`src/rtl/altpulse_pkg.sv`:
```
package altpulse_pkg;

    typedef enum logic [1:0] {
        SYM_ZERO = 2'b00,
        SYM_POS  = 2'b01,
        SYM_NEG  = 2'b10
    } sym_t;

    typedef enum logic [1:0] {
        TM_IDLE   = 2'b00,
        TM_SINGLE = 2'b01,
        TM_CONT   = 2'b10
    } tmode_t;

    // Raw host code to applied mode; the spare code folds to idle.
    function automatic tmode_t decode_mode(input logic [1:0] raw);
        tmode_t m;
        case (raw)
            2'b01:   m = TM_SINGLE;
            2'b10:   m = TM_CONT;
            default: m = TM_IDLE;
        endcase
        return m;
    endfunction

    function automatic sym_t opposite(input sym_t s);
        return (s == SYM_POS) ? SYM_NEG : SYM_POS;
    endfunction

endpackage

```
`src/rtl/altpulse_space_cnt.sv`:
```
module altpulse_space_cnt
    import altpulse_pkg::*;
#(
    parameter int SPACING = 48
) (
    input  logic clk,
    input  logic rst,
    input  logic tick,
    input  logic restart,
    output logic due
);
    localparam int CNT_W = (SPACING > 2) ? $clog2(SPACING) : 1;
    localparam logic [CNT_W-1:0] LAST = CNT_W'(SPACING - 1);

    // Ticks elapsed since the last mark, minus one.
    logic [CNT_W-1:0] cnt_q;

    assign due = (cnt_q == LAST);

    always_ff @(posedge clk) begin
        if (rst) begin
            cnt_q <= '0;
        end else if (tick) begin
            if (restart || due) cnt_q <= '0;
            else                cnt_q <= cnt_q + 1'b1;
        end
    end

    assert_cnt_bound_R7: assert property (@(posedge clk) disable iff (rst)
        cnt_q <= LAST);

    assert_restart_clears_R9: assert property (@(posedge clk) disable iff (rst)
        (tick && restart) |=> (cnt_q == '0));

endmodule

```
`src/rtl/altpulse_polarity.sv`:
```
module altpulse_polarity
    import altpulse_pkg::*;
(
    input  logic clk,
    input  logic rst,
    input  logic load,
    input  logic advance,
    output sym_t mark_sym
);
    // Sign of the most recent mark sent.
    sym_t last_q;

    assign mark_sym = load ? SYM_POS : opposite(last_q);

    always_ff @(posedge clk) begin
        if (rst)                  last_q <= SYM_NEG;
        else if (load || advance) last_q <= mark_sym;
    end

    assert_sign_flips_R8: assert property (@(posedge clk) disable iff (rst)
        (advance && !load) |=> (last_q != $past(last_q)));

endmodule

```
`src/rtl/altpulse_gen.sv`:
```
module altpulse_gen
    import altpulse_pkg::*;
#(
    parameter int BIT_RATE_HZ  = 192000,
    parameter int PAIR_RATE_HZ = 2000
) (
    input  logic       clk,
    input  logic       rst,
    input  logic       bit_tick,
    input  logic [1:0] mode_sel,
    output logic [1:0] sym_out
);
    // Ticks from one isolated mark to the next.
    localparam int SPACING = BIT_RATE_HZ / (2 * PAIR_RATE_HZ);

    tmode_t req_mode;
    tmode_t cur_q;
    sym_t   sym_q;
    sym_t   mark_sym;
    logic   start;
    logic   fire;
    logic   due;

    assign req_mode = decode_mode(mode_sel);

    // A fresh active selection restarts the pattern.
    assign start = bit_tick && (req_mode != cur_q) && (req_mode != TM_IDLE);

    // An unchanged active mode emits its next mark.
    assign fire  = bit_tick && (req_mode == cur_q) &&
                   ((cur_q == TM_CONT) || ((cur_q == TM_SINGLE) && due));

    altpulse_space_cnt #(.SPACING(SPACING)) u_space (
        .clk     (clk),
        .rst     (rst),
        .tick    (bit_tick),
        .restart (start),
        .due     (due)
    );

    altpulse_polarity u_pol (
        .clk      (clk),
        .rst      (rst),
        .load     (start),
        .advance  (fire),
        .mark_sym (mark_sym)
    );

    always_ff @(posedge clk) begin
        if (rst) begin
            cur_q <= TM_IDLE;
            sym_q <= SYM_ZERO;
        end else if (bit_tick) begin
            cur_q <= req_mode;
            sym_q <= (start || fire) ? mark_sym : SYM_ZERO;
        end
    end

    assign sym_out = sym_q;

    assert_code_legal_R2: assert property (@(posedge clk) disable iff (rst)
        sym_out != 2'b11);

    assert_hold_between_R3: assert property (@(posedge clk) disable iff (rst)
        (!$past(bit_tick) && !$past(rst)) |-> $stable(sym_out));

    assert_idle_zero_R4: assert property (@(posedge clk) disable iff (rst)
        (bit_tick && (req_mode == TM_IDLE)) |=> (sym_out == SYM_ZERO));

    assert_start_pos_R5: assert property (@(posedge clk) disable iff (rst)
        start |=> (sym_out == SYM_POS));

    assert_cont_alt_R6: assert property (@(posedge clk) disable iff (rst)
        (bit_tick && (cur_q == TM_CONT) && (req_mode == TM_CONT))
        |=> (sym_out == opposite($past(sym_q))));

    assert_single_gap_R7: assert property (@(posedge clk) disable iff (rst)
        (bit_tick && (cur_q == TM_SINGLE) && (req_mode == TM_SINGLE) && (sym_q != SYM_ZERO))
        |=> (sym_out == SYM_ZERO));

endmodule

```
`config.mk`:
```
export PLATFORM = sky130hd
export DESIGN_NAME = altpulse_gen
export DESIGN_NICKNAME = d
export VERILOG_FILES = /design/src/rtl/altpulse_pkg.sv /design/src/rtl/altpulse_space_cnt.sv /design/src/rtl/altpulse_polarity.sv /design/src/rtl/altpulse_gen.sv
export SDC_FILE = /design/constraint.sdc
export NUM_CORES = 1
export LEC_CHECK = 0
export CAP_MARGIN = 40
export CORE_MARGIN = 2
export CORE_UTILIZATION = 35
export CTS_BUF_LIST = sky130_fd_sc_hd__clkbuf_2 sky130_fd_sc_hd__clkbuf_4 sky130_fd_sc_hd__clkbuf_8
export CTS_CLUSTER_SIZE = 8
export DETAILED_ROUTE_END_ITERATION = 7
export DONT_BUFFER_PORTS = 1
export PLACE_DENSITY = 0.54
export SYNTH_ARGS = -nofsm -noshare
export SYNTH_HDL_FRONTEND = slang
export SYNTH_SLANG_ARGS = --single-unit
export TNS_END_PERCENT = 100
```
`constraint.sdc`:
```
create_clock -name clk -period 2.6 [get_ports clk]
set_input_delay 0.13 -clock clk [delete_from_list [all_inputs] [get_ports clk]]
set_output_delay 0.13 -clock clk [all_outputs]
set_load 0.1 [all_outputs]
```
## After elaboration in Yosys (flattened, before gate mapping)

Index checks and enable logic that the tools add are counted.

- Add/subtract/negate cells: 1
- Equal/unequal tests: 8
- Muxes and demuxes: 5
- Reduce and logical (&&, ||, !) cells: 9

Operator list:

| kind | count |
|---|---|
| adder 6 x 1 -> 6 bit (second input constant) | 1 |
| equality test 2 x 1 -> 1 bit (second input constant) | 3 |
| equality test 6 bit (second input constant) | 1 |
| 2-to-1 mux 2 bit | 3 |
| 2-to-1 mux 6 bit | 1 |
| logical AND 1 bit | 5 |
| equality test 2 bit (second input constant) | 2 |
| one-hot mux 2 bit (2 select lines) | 1 |
| logical OR 1 bit | 3 |
| equality test 2 bit | 1 |
| inequality test 2 bit | 1 |
| nonzero test 2 bit | 1 |

- Register bits after elaboration: 12
- Input port bits: 5
- Output and inout bits: 2
- Logic and storage cells: 27

## Depth between registers and ports, before layout

- Word-level depth: 7
- Gate-level depth with buffers: 6
- Depth with buffers taken out: 6

## Hierarchy

Synthesis repeated with hierarchy kept, for this count alone.

- Cell total of the unflattened synthesis: 76
- Area total of the unflattened synthesis: 673.1 um^2

By module, submodules not included:

| module | instances | cells each | area an instance (um^2) | seq. area each (um^2) |
|---|---|---|---|---|
| altpulse_space_cnt | 1 | 38 | 320.3 | 120.1 |
| altpulse_gen | 1 | 29 | 260.2 | 80.1 |
| altpulse_polarity | 1 | 9 | 92.6 | 40.0 |

## Worst setup path before layout

No wires, ideal clock.

- Kind: reg-to-reg
- Start: reg sym_out[0] (netlist name)
- End: reg sym_q[0], in the netlist sym_out[0]
- Setup time: 0.075 ns
- Data arrival time: 1.229 ns
- Required time: 2.525 ns
- Slack: 1.296 ns
- Stages on the path, launching flop included: 3
- Path buffers: 0
- Clock period less this slack: 1.304 ns
- Cell sequence: dfxtp_1 a21oi_1 o22ai_1

RTL lines:

| what | RTL line | source |
|---|---|---|
| to (signal assigned) | altpulse_gen.sv:55 | `sym_q <= (start \|\| fire) ? mark_sym : SYM_ZERO;` |
| to (decl) | altpulse_gen.sv:18 | `sym_t sym_q;` |

## Final worst setup path

- Start: reg u_space.cnt_q[0]
- End: reg u_pol.last_q[1]

- Longest elaborated chain between the ends: 5

RTL lines:

| what | RTL line | source |
|---|---|---|
| from (decl) | altpulse_space_cnt.sv:16 | `logic [CNT_W-1:0] cnt_q;` |
| from (signal assigned) | altpulse_space_cnt.sv:25 | `else cnt_q <= cnt_q + 1'b1;` |
| equality test 6 bit | altpulse_space_cnt.sv:18 | `assign due = (cnt_q == LAST);` |
| logical AND 1 bit | altpulse_gen.sv:31 | `((cur_q == TM_CONT) \|\| ((cur_q == TM_SINGLE) && due));` |
| logical OR 1 bit | altpulse_gen.sv:31 |  |
| logical AND 1 bit | altpulse_gen.sv:30 | `assign fire = bit_tick && (req_mode == cur_q) &&` |
| logical OR 1 bit | altpulse_polarity.sv:17 | `else if (load \|\| advance) last_q <= mark_sym;` |
| to (signal assigned) | altpulse_polarity.sv:17 |  |
| to (decl) | altpulse_polarity.sv:11 | `sym_t last_q;` |

No other way between the ends.
A chain may end at the register's enable or synchronous reset.

==> impl_metrics.ini <==
[status]
outcome = finished, final reports clean

[worst_setup_path]
cp_max_fo = 5
path_delay_family = flip-flops
crit_path_max_incr_delay_ns = 0.38
cp_cell_sequence = ha_1 > and4_4 > a41oi_2 > a31o_1
endpoint_kind = register
critPathRequiredTime_ns = 2.77
cp_slowest_cell = dfxtp_1
crit_type = register to register
start_kind = register
cp.arrival_ns = 1.43
crit_buf_inv = 0

[power_and_ir_drop]
p_seq_share_pct = 50.8
p_leak_nw = 0.3041
power_frac_clock_pct = 36.3
p_sw_share_pct = 24.88
switching_power_w = 0.0001005
power_w = 0.0004040
power_density_nw_per_um2 = 589.2
p_comb_share_pct = 12.9
internal-power_w = 0.0003035
irDropWorstVdd_mv = 0.3181

[grt]
grt_max_degree = 14
antenna_found_initial = 0
grt_pass1_vias = 427
grt-ovfl-total = 0
grtUsageTotal_pct = 11.42
grt_pass1_wl_microns = 1697

[die]
rows = 15
start_util_pct = 36.22
ioPinCount = 7
dieArea_sq_um = 2099
die_width_microns = 45.81
die-height_microns = 45.81
coreArea_sq_um = 1689

[place]
hpwl_microns = 746.3
placed_cells = 84
port_buffers = 0
gp_congestion = 0.7796
pre_cts_ws_ns = 1.248

[timing]
max_freq_mhz = 791.5
fin_crit_ns = 1.263
tightest_slew_ns = 0.2791
max_slew_margin_pct = 81.39
final_max_slew_viol_count = 0
rsz0062_at_grt = false
setup_viol = 0
finalHoldViolations = 0
period_share_pct = 48.60
final.setup.worst_slack_ns = 1.337
setup_tns_ns = 0
fin_skew_ns = 0.001203

[detailed_routing]
finalWirelength_microns = 1030
ant_nets = 0
drc = 0
drtIter0Drc = 4
routedWlPerCell_microns = 11.57
vias = 465
drt-pass1-iter-count = 4
vias_per_cell = 5.225

[clock_network]
clock_latency_ns = 0.27
ctsResizeCount = 0
tritoncts = yes
cts_buffer_depth = 2
htree_levels = 1
cts.reportedPaths.clkPinSlew_ns = 0.08
root_buffer = clkbuf_4
cts_sinks = 12
cts_buffers = 3

[finish]
area_growth_pct = 12.07
fin_nets = 81
stdcell_count = 89
num_antenna_cells = 0
drive_gt1_share_pct = 12.50

[synth]
synth_seq_cells = 12
ys_types = 26
syn-instance-count = 67
yosysSeqAreaShare_pct = 39.26
syn_area_sq_um = 611.8
synth_warnings = 0
syn-num-nets = 75
syn_area_per_cell_sq_um = 9.132

[job]
cap_viol_max_count = 0

[min_path]
hold_path_class = primary input to register
cells in the mapped netlist, drive strengths merged:
| cell type | count | area (sq um) |
|---|---|---|
| buf | 2 | 8.750 |
| nand4 | 4 | 25.02 |
| o21ai | 1 | 5.000 |
| and4b | 1 | 10.01 |
| inv | 4 | 15.01 |
| nor2 | 12 | 45.04 |
| o21a | 1 | 7.510 |
| a41oi | 1 | 16.27 |
| nand3b | 1 | 7.510 |
| and4bb | 1 | 12.51 |
| xor2 | 5 | 43.79 |
| a21oi | 4 | 23.77 |
| a21o | 1 | 7.510 |
| xnor2 | 2 | 17.52 |
| ha | 3 | 37.54 |
| dfxtp | 12 | 240.2 |
| o22ai | 1 | 6.260 |
| a31oi | 1 | 6.260 |
| nor2b | 1 | 6.260 |
| and3b | 1 | 8.760 |
| mux2i | 3 | 30.03 |
| and4 | 1 | 11.26 |
| nand2 | 3 | 11.26 |
| a31o | 1 | 8.760 |
power by group through the flow:
stage / Combinational (W) / Clock (W) / Sequential, W
3_5_place_dp: 0.0000505 / 0 / 0.000209
4_1_cts: 0.0000530 / 0.000152 / 0.000205
3_3_place_gp: 0.0000502 / 0 / 0.000209
2_1_floorplan: 0.0000399 / 0 / 0.000215
6_report: 0.0000521 / 0.000147 / 0.000205
5_1_grt: 0.0000595 / 0.000158 / 0.000207
sequential cells by signal, summed over array words and instances, names as in the netlist:
name and cells:
sym_out 2, u_space.cnt_q 6, cur_q 2, u_pol.last_q 2
final timing paths:
path / slack, ns / depth (start not counted) / start / end
min reg2reg: 0.49 / 2 / sym_out[1] / sym_out[1]
max reg2reg: 1.34 / 4 / u_space.cnt_q[0] / u_pol.last_q[1]
min: 0.01 / 2 / bit_tick / cur_q[0]
max: 1.34 / 4 / u_space.cnt_q[0] / u_pol.last_q[1]
routing by layer:
metal	vias up	global-route usage (%)	wire, microns
met4	0	6.857	8
li1	247	-	-
met2	5	18.59	475
met5	-	0	0
met3	2	2.381	33
met1	211	13.64	513
layout make-up:
class / count / area [sq um]
clock buffer: 4 / 36.28
fill: 167 / 1003
inverter: 4 / 15.01
multi-input combinational: 49 / 347.8
sequential: 12 / 240.2
tap: 17 / 21.27
timing repair buffer: 3 / 25.02
per-stage QoR:
stage / utilization [%] / instance area [sq um] / hold slack [ns]
floorplan: - / 611.8 / 0.4045
global placement: 37.85 / 639.4 / 0.2031
detailed placement: 37.85 / 639.4 / 0.2054
CTS: 40.59 / 685.7 / 0.008081
global route: 40.59 / 685.7 / 0.02628
finish: 40.59 / 685.7 / 0.01464
logic make-up after synthesis:
group,Yosys count,share of synthesized area (%)
AO/OA/AOI/OAI,11,13.29
AND/OR/NAND/NOR,25,22.49
adder cells (fa/ha/maj),3,6.136
buffers and inverters,6,3.883
XOR/XNOR,7,10.02
flip-flops,12,39.26
multiplexers,3,4.908
timing repair:
item                                   in CTS  in global routing
hold buffers                                1                  0
setup buffers                               0                  0
endpoints found under the hold margin       4                  0
layout by cell type, fill, tap and decap left out:
cell and instances:
buf_4 2, a21o_1 1, dlygate4sd3_1 1, nand4_1 4, a31o_1 1, a31oi_1 1, clkbuf_8 1, nand2_1 3
xor2_1 5, o22ai_1 1, mux2i_1 3, inv_1 4, ha_1 3, a21oi_1 3, clkbuf_4 3, a41oi_2 1
and3b_1 1, and4bb_1 1, o21a_1 1, nor2_1 12, xnor2_1 2, a21oi_2 1, dfxtp_1 12, and4b_1 1
nor2b_1 1, o21ai_1 1, and4_4 1, nand3b_1 1
Note: power is estimated with default switching activity, not from simulation.
